## config.mk

```make
export PLATFORM = sky130hd
export DESIGN_NAME = rxr_lane_recombiner
export DESIGN_NICKNAME = d
export VERILOG_FILES = /design/src/rtl/rxr_pkg.sv /design/src/rtl/rxr_lane_dec.sv /design/src/rtl/rxr_frame_fsm.sv /design/src/rtl/rxr_word_pack.sv /design/src/rtl/rxr_lane_recombiner.sv
export SDC_FILE = /design/constraint.sdc
export NUM_CORES = 1
export LEC_CHECK = 0
export ABC_AREA = 0
export BUFFER_PORTS_ARGS = -buffer_cell sky130_fd_sc_hd__buf_2
export CAP_MARGIN = 30
export CELL_PAD_IN_SITES_DETAIL_PLACEMENT = 1
export CELL_PAD_IN_SITES_GLOBAL_PLACEMENT = 2
export CORE_MARGIN = 2
export CORE_UTILIZATION = 26
export CTS_CLUSTER_SIZE = 12
export DETAILED_ROUTE_END_ITERATION = 10
export PLACE_DENSITY_LB_ADDON = 0.15
export SETUP_SLACK_MARGIN = 0.5
export SKIP_CTS_REPAIR_TIMING = 1
export SLEW_MARGIN = 20
export SYNTH_ARGS = -nofsm -noshare
export SYNTH_HDL_FRONTEND = slang
export SYNTH_SLANG_ARGS = --single-unit
```

## constraint.sdc

```tcl
create_clock -name clk -period 1.95 [get_ports clk]
set_input_delay 0.0975 -clock clk [delete_from_list [all_inputs] [get_ports clk]]
set_output_delay 0.0975 -clock clk [all_outputs]
set_load 0.01 [all_outputs]
```

## src/rtl/rxr_pkg.sv

```systemverilog
package rxr_pkg;

  localparam int PAY_W = 8;
  localparam int SYM_W = PAY_W + 2;

  localparam logic [PAY_W-1:0] CODE_JK   = 8'h01;
  localparam logic [PAY_W-1:0] CODE_IDLE = 8'h02;
  localparam logic [PAY_W-1:0] CODE_END  = 8'h03;

  typedef enum logic [1:0] {
    ST_IDLE,
    ST_WAIT_JK_ALL,
    ST_DATA,
    ST_END
  } rx_state_e;

  typedef struct packed {
    logic ctrl;
    logic jk;
    logic term;
    logic par_bad;
  } lane_cls_t;

endpackage

```

## src/rtl/rxr_lane_dec.sv

```systemverilog
module rxr_lane_dec
  import rxr_pkg::*;
(
  input  logic [SYM_W-1:0] sym_i,
  input  logic             par_en_i,
  output lane_cls_t        cls_o,
  output logic [PAY_W-1:0] pay_o
);

  logic             is_ctrl;
  logic [PAY_W-1:0] code;

  assign is_ctrl = sym_i[SYM_W-1];
  assign code    = sym_i[PAY_W-1:0];
  assign pay_o   = code;

  // odd parity over all ten bits, parity bit included
  always_comb begin
    cls_o.ctrl    = is_ctrl;
    cls_o.jk      = is_ctrl && (code == CODE_JK);
    cls_o.term    = is_ctrl && (code == CODE_END);
    cls_o.par_bad = par_en_i && !(^sym_i);
  end

endmodule

```

## src/rtl/rxr_frame_fsm.sv

```systemverilog
module rxr_frame_fsm
  import rxr_pkg::*;
#(
  parameter int LANES = 4
) (
  input  logic                   clk,
  input  logic                   rst,
  input  lane_cls_t [LANES-1:0]  cls_i,
  input  logic      [LANES-1:0]  skip_i,
  output logic                   emit_o,
  output logic                   start_o,
  output logic                   stop_o,
  output logic                   mis_o,
  output logic                   trunc_o,
  output rx_state_e              state_o
);

  logic [LANES-1:0] jk_v, ctrl_v, term_v, live_v;
  logic any_live, all_jk, any_jk, all_ctrl, all_data, any_term;
  rx_state_e st, st_nx;

  always_comb begin
    for (int i = 0; i < LANES; i++) begin
      jk_v[i]   = cls_i[i].jk;
      ctrl_v[i] = cls_i[i].ctrl;
      term_v[i] = cls_i[i].term;
    end
  end

  // masked lanes vote "yes" on every unanimity test and "no" on every any-test
  assign live_v   = ~skip_i;
  assign any_live = |live_v;
  assign all_jk   = any_live && (&(jk_v | skip_i));
  assign any_jk   = |(jk_v & live_v);
  assign all_ctrl = &(ctrl_v | skip_i);
  assign all_data = &(~ctrl_v | skip_i);
  assign any_term = |(term_v & live_v);

  always_comb begin
    st_nx   = st;
    emit_o  = 1'b0;
    start_o = 1'b0;
    stop_o  = 1'b0;
    mis_o   = 1'b0;
    trunc_o = 1'b0;
    case (st)
      ST_IDLE, ST_WAIT_JK_ALL: begin
        if (all_jk) begin
          st_nx   = ST_DATA;
          start_o = 1'b1;
        end else if (any_jk) begin
          st_nx = ST_WAIT_JK_ALL;
        end else begin
          st_nx = ST_IDLE;
        end
      end
      ST_DATA: begin
        if (all_data) begin
          emit_o = 1'b1;
        end else begin
          st_nx  = ST_END;
          stop_o = 1'b1;
          if (!all_ctrl)      mis_o   = 1'b1;
          else if (!any_term) trunc_o = 1'b1;
        end
      end
      ST_END:  st_nx = ST_IDLE;
      default: st_nx = ST_IDLE;
    endcase
  end

  always_ff @(posedge clk) begin
    if (rst) st <= ST_IDLE;
    else     st <= st_nx;
  end

  assign state_o = st;

endmodule

```

## src/rtl/rxr_word_pack.sv

```systemverilog
module rxr_word_pack
  import rxr_pkg::*;
#(
  parameter int LANES = 4
) (
  input  logic                   clk,
  input  logic                   rst,
  input  logic                   emit_i,
  input  logic                   start_i,
  input  logic                   stop_i,
  input  logic                   mis_i,
  input  logic                   trunc_i,
  input  logic [LANES*PAY_W-1:0] pay_i,
  input  logic [LANES-1:0]       bad_i,
  input  logic [LANES-1:0]       skip_i,
  output logic                   vld_o,
  output logic [LANES*PAY_W-1:0] data_o,
  output logic [LANES-1:0]       ok_o,
  output logic                   start_o,
  output logic                   end_o,
  output logic                   mis_o,
  output logic                   trunc_o,
  output logic                   perr_o
);

  logic [LANES-1:0] live_bad;

  assign live_bad = bad_i & ~skip_i;

  always_ff @(posedge clk) begin
    if (rst) begin
      vld_o   <= 1'b0;
      data_o  <= '0;
      ok_o    <= '0;
      start_o <= 1'b0;
      end_o   <= 1'b0;
      mis_o   <= 1'b0;
      trunc_o <= 1'b0;
      perr_o  <= 1'b0;
    end else begin
      vld_o   <= emit_i;
      start_o <= start_i;
      end_o   <= stop_i;
      mis_o   <= mis_i;
      trunc_o <= trunc_i;
      perr_o  <= emit_i && (|live_bad);
      if (emit_i) begin
        data_o <= pay_i;
        ok_o   <= ~skip_i & ~bad_i;
      end
    end
  end

endmodule

```

## src/rtl/rxr_lane_recombiner.sv

```systemverilog
module rxr_lane_recombiner
  import rxr_pkg::*;
#(
  parameter int LANES = 4
) (
  input  logic                   clk,
  input  logic                   rst,
  input  logic [LANES*SYM_W-1:0] lane_sym_i,
  input  logic [LANES-1:0]       lane_cse_i,
  input  logic                   par_chk_en_i,
  output logic                   word_vld_o,
  output logic [LANES*PAY_W-1:0] word_data_o,
  output logic [LANES-1:0]       word_lane_ok_o,
  output logic                   frame_start_o,
  output logic                   frame_end_o,
  output logic                   err_misalign_o,
  output logic                   err_trunc_o,
  output logic                   err_parity_o
);

  localparam int OUT_W = LANES * PAY_W;

  lane_cls_t [LANES-1:0] cls;
  logic [OUT_W-1:0]      pay;
  logic [LANES-1:0]      bad_v;
  logic                  emit, start, stop, mis, trunc;
  rx_state_e             fsm_state;

  for (genvar g = 0; g < LANES; g++) begin : g_lane
    rxr_lane_dec u_dec (
      .sym_i    (lane_sym_i[g*SYM_W +: SYM_W]),
      .par_en_i (par_chk_en_i),
      .cls_o    (cls[g]),
      .pay_o    (pay[g*PAY_W +: PAY_W])
    );
    assign bad_v[g] = cls[g].par_bad;
  end

  rxr_frame_fsm #(.LANES(LANES)) u_fsm (
    .clk     (clk),
    .rst     (rst),
    .cls_i   (cls),
    .skip_i  (lane_cse_i),
    .emit_o  (emit),
    .start_o (start),
    .stop_o  (stop),
    .mis_o   (mis),
    .trunc_o (trunc),
    .state_o (fsm_state)
  );

  rxr_word_pack #(.LANES(LANES)) u_pack (
    .clk     (clk),
    .rst     (rst),
    .emit_i  (emit),
    .start_i (start),
    .stop_i  (stop),
    .mis_i   (mis),
    .trunc_i (trunc),
    .pay_i   (pay),
    .bad_i   (bad_v),
    .skip_i  (lane_cse_i),
    .vld_o   (word_vld_o),
    .data_o  (word_data_o),
    .ok_o    (word_lane_ok_o),
    .start_o (frame_start_o),
    .end_o   (frame_end_o),
    .mis_o   (err_misalign_o),
    .trunc_o (err_trunc_o),
    .perr_o  (err_parity_o)
  );

endmodule

```

Yosys cells after proc, flatten, opt, wreduce, memory -nomap -nowiden
Cells that the tools add are included.

Equal/unequal tests: 12. Multiplexer cells: 10. Reduce and logical (&&, ||, !) cells: 35. Bitwise operators: 13.

Operators with widths (number): $reduce_xor 10->1 (4); $eq 8x1->1 const B (4); $eq 8x2->1 const B (4); $reduce_or 4->1 (5); $and 4x4->4 (4); $logic_and 1x1->1 (14); $not 4->4 (3); $or 4x4->4 (3); $reduce_and 4->1 (3); $mux 1 (7); $pmux 2 s3 (1); $reduce_or 2->1 (3); $eq 2x2->1 const B (2); $logic_not 1->1 (4); $mux 2 (2); $not 1->1 (3); $reduce_or 3->1 (1); $eq 2x1->1 const B (1); $logic_not 2->1 (1); $ne 2x2->1 const B (1).

Input port bits: 47. Logic and storage cells: 79. Register bits: 44. Output and inout port bits: 42.

Depth between registers and ports, before layout
Gate-level depths: netlist of the first run.

Depth in word-level cells: 7. Depth in mapped cells: 7.

Hierarchy
From an unflattened synthesis of the first run, not the netlist that was laid out.

Cell total of the unflattened synthesis: 295. Area total of the unflattened synthesis: 2730.1 sq um.

By module, submodules not included: rxr_word_pack (area an instance 1516.5 sq um, cells each 136, sequential area each 840.8 sq um, instances 1); rxr_lane_dec (area an instance 240.2 sq um, cells each 31, sequential area each 0.0 sq um, instances 4); rxr_frame_fsm (area an instance 252.7 sq um, cells each 35, sequential area each 40.0 sq um, instances 1).

Worst setup path before layout of the first run
No wires, ideal clock.

Path type: input -> register. Start: input port lane_sym_i[32]. End: register u_pack.perr_o. Setup time: 0.076 ns. Stages: 7. Setup slack: 0.586 ns. Path buffers: 0. Data arrival time: 1.289 ns. Required time: 1.874 ns. Cells stage by stage: inv_1 > ha_1 > xor2_1 > xnor3_1 > o22ai_1 > nand2_1 > a21boi_0.

Cells in the longest elaborated chain, start to end: 6.

Ends and longest elaborated chain: start, declared (line rxr_lane_recombiner.sv:8) `input logic [LANES*SYM_W-1:0] lane_sym_i,`; $reduce_xor 10->1 (line rxr_lane_dec.sv:22) `cls_o.par_bad = par_en_i && !(^sym_i);`; $logic_not 1->1 (line rxr_lane_dec.sv:22); $logic_and 1x1->1 (line rxr_lane_dec.sv:22); $and 4x4->4 (line rxr_word_pack.sv:28) `assign live_bad = bad_i & ~skip_i;`; $reduce_or 4->1 (line rxr_word_pack.sv:46) `perr_o <= emit_i && (|live_bad);`; $logic_and 1x1->1 (line rxr_word_pack.sv:46); end signal, assigned (line rxr_word_pack.sv:46); end, declared (line rxr_word_pack.sv:23) `output logic perr_o`.

Every way passes these cells. A chain may end at the register's enable or synchronous reset.

Worst setup path in the final report of the first run
Start: register u_fsm.st[0] (netlist: u_fsm.state_o[0]). End: register u_pack.ok_o[2].

Cells in the longest elaborated chain, start to end: 2.

Ends and longest elaborated chain: start, declared (line rxr_frame_fsm.sv:20) `rx_state_e st, st_nx;`; start signal, assigned (line rxr_frame_fsm.sv:74) `else st <= st_nx;`; $eq 2x2->1 (line rxr_frame_fsm.sv:46) `case (st)`; $mux 1 (line rxr_frame_fsm.sv:46); end signal, assigned (line rxr_word_pack.sv:49) `ok_o <= ~skip_i & ~bad_i;`; end, declared (line rxr_word_pack.sv:18) `output logic [LANES-1:0] ok_o,`.

Every way passes these cells.

==> flow_metrics.env, run 1 <==
export IMPL_status="complete, no violations"
export IMPL_clkSlewWorstSetupHoldPaths_ns=0.08
export IMPL_setup_viol=0
export IMPL_vias=2165
export IMPL_post_route_period_util_pct=69.7
export IMPL_yosysTopAreaCell="dfxtp_1"
export IMPL_critical_path_depth=4
export IMPL_synth_mux_area_share_pct=0
export IMPL_start_util_pct=27.1
export IMPL_synth_edf_count=0
export IMPL_antenna_found_initial=0
export IMPL_grt_setup_unrepaired="yes"
export IMPL_synthArstFlopShare_pct=0
export IMPL_postSynthCellCount=278
export IMPL_power_density_nw_per_um2=643
export IMPL_cpMaxStageDelayCell="dfxtp_1"
export IMPL_cp_start_kind="flip-flop"
export IMPL_slowest_delay_ns=0.31
export IMPL_maxSlewViolCount=0
export IMPL_final_nets=434
export IMPL_crit_fanout=17
export IMPL_yosysWarnings=0
export IMPL_cts_buffers=5
export IMPL_fillers=1054
export IMPL_synthesis_nets=345
export IMPL_grt_total_usage_pct=14.7
export IMPL_syn_cell_area_um2=2250
export IMPL_synthTopCellsByArea="dfxtp_1, nand2_1, ha_1, a21oi_1, inv_1"
export IMPL_grt_pass1_wl_um=11100
export IMPL_fmax_ghz=0.736
export IMPL_die_w_um=97.1
export IMPL_drive_gt1_share_pct=28.5
export IMPL_io_buffers=88
export IMPL_synth_xor_area_share_pct=8.44
export IMPL_ys_seq_elements=44
export IMPL_clock_sinks=44
export IMPL_place_congestion=0.829
export IMPL_synth_common_cells="nand2_1, dfxtp_1, a21oi_1"
export IMPL_wirelength_um=6620
export IMPL_dpl_cell_area_um2=2820
export IMPL_hold_viol=0
export IMPL_post_drt_wl_per_cell_um=14.0
export IMPL_h_tree_depth=2
export IMPL_cts_buffer_depth=2
export IMPL_reg2reg_depth=4
export IMPL_coreArea_um2=8300
export IMPL_leakage_nw=1.44
export IMPL_via_per_inst=4.58
export IMPL_synth_fa_ha_area_share_pct=11.1
export IMPL_drt_first_pass_iters=4
export IMPL_synth_area_per_cell_um2=8.10
export IMPL_placementRows=33
export IMPL_drt_iter0_drc=49
export IMPL_synth_top_area_share_pct=39.1
export IMPL_critPathTopFamily="simple AND/OR/NAND/NOR gates"
export IMPL_synth_cell_types=32
export IMPL_grt_pass1_vias=2242
export IMPL_clock_latency_ns=0.30
export IMPL_fin_crit_ns=1.36
export IMPL_place_ws_ns=0.265
export IMPL_path_class="flip-flop to flip-flop"
export IMPL_crit_required_ns=2.16
export IMPL_dp_hpwl_um=5110
export IMPL_yosys_area_share_simple_pct=19.8
export IMPL_grt_max_degree=39
export IMPL_end_kind="flip-flop"
export IMPL_synth_top_family_by_area="simple AND/OR/NAND/NOR gates"
export IMPL_drv_cap=0
export IMPL_whs_path_depth=3
export IMPL_synthToLayoutAreaGrowth_pct=30.1
export IMPL_synth_compound_area_share_pct=13.8
export IMPL_skew_ns=0.00524
export IMPL_min_path_type="input pin to flip-flop"
export IMPL_fp_dieArea_um2=9420
export IMPL_ys_seq_area_share_pct=39.1
export IMPL_ir_drop_mv=0.196
export IMPL_crit_buf_inv=1
export IMPL_num_io_pins=89
export IMPL_grt_overflow=0
export IMPL_ys_dominant_reg_cell="dfxtp_1"
export IMPL_arrival_ns=1.57
export IMPL_slew_headroom_pct=69.8
export IMPL_diodes=0
export IMPL_cp_cell_sequence="nand2b_1 -> or2_1 -> buf_4 -> o41ai_1"
export IMPL_setup_ws_ns=0.591
export IMPL_root_buffer="clkbuf_8"
export IMPL_drc=0
export IMPL_cts_tree="done"
export IMPL_finalInstanceArea_um2=2930
export IMPL_fp_dieH_um=97.1
export IMPL_synth_most_common_cell="nand2_1"
export IMPL_fin_setup_tns_ns=0
export IMPL_worstMarginPinSlew_ns=0.453
export IMPL_ant_nets=0
[stage by stage]
stage / cells / util [%] / hold slack (ns) / power (W)
6_report: 473 / 35.3 / 0.0397 / 0.00189
5_1_grt: 473 / 35.3 / 0.0268 / 0.00202
4_1_cts: 473 / 35.1 / 0.0309 / 0.00193
3_5_place_dp: 465 / 34.0 / 0.358 / 0.00131
3_3_place_gp: 465 / 34.0 / 0.354 / 0.00131
2_1_floorplan: 278 / - / 0.180 / 0.00117
[power breakdown]
part	total (W)	switching, W	internal [W]
combinational	0.000369	0.000188	0.000181
sequential	0.000913	0.00000470	0.000908
clock	0.000604	0.000315	0.000290
[logic make-up (layout without fill, tap and decap cells)]
kind of cell	after synthesis	count (layout)
compound gates	51	51
xor+xnor	17	17
fa+ha+maj	20	20
buf+inv	43	133
flops	44	44
simple gates	103	103
[placed cells by master, fill, tap and decap left out, drive strengths merged]
master and n:
a21boi 1, a21oi 33, a221oi 2, a31o 1, a31oi 4, a32oi 1
and2 1, and3 4, and4b 1, buf 93, clkbuf 8, dfxtp 44
ha 20, inv 32, nand2 71, nand2b 7, nand3 4, nand3b 1
nor2 8, nor2b 1, nor3 2, nor3b 1, nor4 1, o2111ai 1
o22ai 3, o32a 1, o41ai 4, or2 1, xnor2 12, xnor3 3
xor2 2
[routing by layer]
metal  vias to the layer above  track usage, %  share of wire, %
met3                         7            3.74               5.5
met4                         0            4.33               1.3
li1                       1088               -                 -
met1                      1019            18.0                45
met2                        51            25.4                48
met5                         -               0                 0
[cell type report]
class	count	area, µm²	area share, %
well taps	105	131	4.48
multi-input cells	191	1220	41.5
flip-flops and latches	44	881	30.1
repair buffers	93	490	16.7
clock buffers	8	90.1	3.07
inverters	32	120	4.10
[worst paths after layout]
kind / from / endpoint / slack [ns]
worst max register to register: u_fsm.state_o[0] / u_pack.ok_o[2] / 0.59
worst min-delay path: lane_sym_i[27] / u_pack.data_o[23] / 0.04
worst max-delay path: u_fsm.state_o[0] / u_pack.ok_o[2] / 0.59
worst min register to register: u_pack.data_o[20] / u_pack.data_o[20] / 0.45
[tightest hold or removal path, cell delays in order]
cell,delay [ns]
buf_2,0.11
nand2_1,0.05
a21oi_1,0.05
[sequential cells by signal, indices dropped and copies added, names as in the netlist]
name and count:
u_pack.data_o 32, u_pack.ok_o 4, u_fsm.state_o 2, u_pack.end_o 1
u_pack.mis_o 1, u_pack.perr_o 1, u_pack.start_o 1, u_pack.trunc_o 1
u_pack.vld_o 1
No activity file was read; power rests on OpenSTA's default activity.
==> run 2: changes to the inputs <==
Clock period 1.95 ns to 1.4 ns, I/O delays scaled along.
==> flow_metrics.env, run 2 (synthesized netlist as in run 1, its figures left out) <==
export IMPL_antenna_found_initial=0
export IMPL_path_class="flip-flop to flip-flop"
export IMPL_grt_pass1_vias=2337
export IMPL_critPathTopFamily="simple AND/OR/NAND/NOR gates"
export IMPL_arrival_ns=1.41
export IMPL_end_kind="flip-flop"
export IMPL_grt_total_usage_pct=15.2
export IMPL_post_route_period_util_pct=87.5
export IMPL_hold_viol=0
export IMPL_crit_required_ns=1.59
export IMPL_clock_sinks=44
export IMPL_cpMaxStageDelayCell="dfxtp_1"
export IMPL_largest_reg_flops=32
export IMPL_power_density_nw_per_um2=782
export IMPL_via_per_inst=4.57
export IMPL_worstMarginPinSlew_ns=0.330
export IMPL_wirelength_um=7660
export IMPL_placementRows=33
export IMPL_clock_latency_ns=0.31
export IMPL_fin_crit_ns=1.22
export IMPL_drv_cap=0
export IMPL_slowest_delay_ns=0.32
export IMPL_coreArea_um2=8300
export IMPL_grt_setup_unrepaired="yes"
export IMPL_mostFrequentLayoutCells="buf_2, nand2_1, dfxtp_1, buf_4, a21oi_1"
export IMPL_power_total_w=0.00314
export IMPL_vias=2304
export IMPL_io_buffers=88
export IMPL_fp_dieArea_um2=9420
export IMPL_drive_gt1_share_pct=61.9
export IMPL_grt_overflow=0
export IMPL_ant_nets=0
export IMPL_final_nets=465
export IMPL_grt_pass1_wl_um=11600
export IMPL_setup_viol=0
export IMPL_maxSlewViolCount=0
export IMPL_drt_iter0_drc=40
export IMPL_cts_tree="done"
export IMPL_regMostFlops="u_pack.data_o"
export IMPL_num_io_pins=89
export IMPL_slew_headroom_pct=77.7
export IMPL_crit_fanout=8
export IMPL_cts_buffer_depth=2
export IMPL_cp_cell_sequence="nand2b_4 -> or2_4 -> clkbuf_16 -> nand2_1 -> a21oi_1"
export IMPL_cp_start_kind="flip-flop"
export IMPL_drt_first_pass_iters=4
export IMPL_dp_hpwl_um=5480
export IMPL_leakage_nw=1.76
export IMPL_start_util_pct=27.1
export IMPL_skew_ns=0.00510
export IMPL_post_drt_wl_per_cell_um=15.2
export IMPL_die_w_um=97.1
export IMPL_root_buffer="clkbuf_8"
export IMPL_ir_drop_mv=0.585
export IMPL_synthToLayoutAreaGrowth_pct=78.6
export IMPL_final_common_cell="buf_2"
export IMPL_cts_buffers=5
export IMPL_min_path_type="input pin to flip-flop"
export IMPL_final_cells=504
export IMPL_grt_max_degree=21
export IMPL_dp_cells=480
export IMPL_fp_dieH_um=97.1
export IMPL_crit_buf_inv=1
export IMPL_status="complete, no violations"
export IMPL_clkSlewWorstSetupHoldPaths_ns=0.09
export IMPL_fillers=973
export IMPL_h_tree_depth=2
export IMPL_place_congestion=0.797
export IMPL_drc=0
export IMPL_diodes=0
export IMPL_fmax_ghz=0.816
[run 2: changes by cell type in the layout (fill, tap and decap cells not counted), sizes merged]
cell and change:
buf +23, bufinv +1, clkinv +1, clkinvlp +1, dlygate4sd3 +4, or2 +1
[run 2: layer usage]
| layer | share of wire (%) | track usage [%] | vias up |
|---|---|---|---|
| li1 | - | - | 1148 |
| met2 | 47 | 25.2 | 54 |
| met1 | 48 | 20.0 | 1094 |
| met5 | 0 | 0 | - |
| met3 | 4.1 | 3.45 | 8 |
| met4 | 1.3 | 3.90 | 0 |
[run 2: tightest hold or removal path, cell delays in order]
cell and delay (ns):
buf_8 0.10, nand2_1 0.05, a21oi_1 0.05
[run 2: layout make-up]
class | count | area (µm²) | area share, %
repair buffers | 123 | 887 | 22.1
well taps | 105 | 131 | 3.27
inverters | 32 | 193 | 4.79
clock inverters | 3 | 42.5 | 1.06
multi-input cells | 192 | 1810 | 44.9
flip-flops and latches | 44 | 893 | 22.2
clock buffers | 5 | 68.8 | 1.71
[run 2: final timing paths]
check | startpoint | end | slack, ns | cells past startpoint
min | lane_sym_i[32] | u_pack.data_o[26] | 0.007 | 3
max | u_fsm.state_o[0] | u_pack.data_o[1] | 0.18 | 5
min reg2reg | u_pack.data_o[18] | u_pack.data_o[18] | 0.45 | 2
max reg2reg | u_fsm.state_o[0] | u_pack.data_o[1] | 0.18 | 5
[run 2: stage by stage]
step	setup WS (ns)	utilization, %	hold slack, ns	instance area (µm²)	setup TNS (ns)
floorplan	0.161	-	0.145	2600	0
global route	0.139	48.5	0.00445	4020	0
detailed placement	-0.155	39.3	0.341	3260	-0.292
CTS	0.145	40.7	0.00444	3370	0
global placement	-0.138	39.3	0.333	3260	-0.259
finish	0.175	48.5	0.00657	4020	0
[run 2: power by group]
| group | switching [W] | leakage, nW | internal [W] |
|---|---|---|---|
| combinational | 0.000391 | 1.35 | 0.000456 |
| clock | 0.000494 | 0.0541 | 0.000529 |
| sequential | 0.00000971 | 0.359 | 0.00126 |
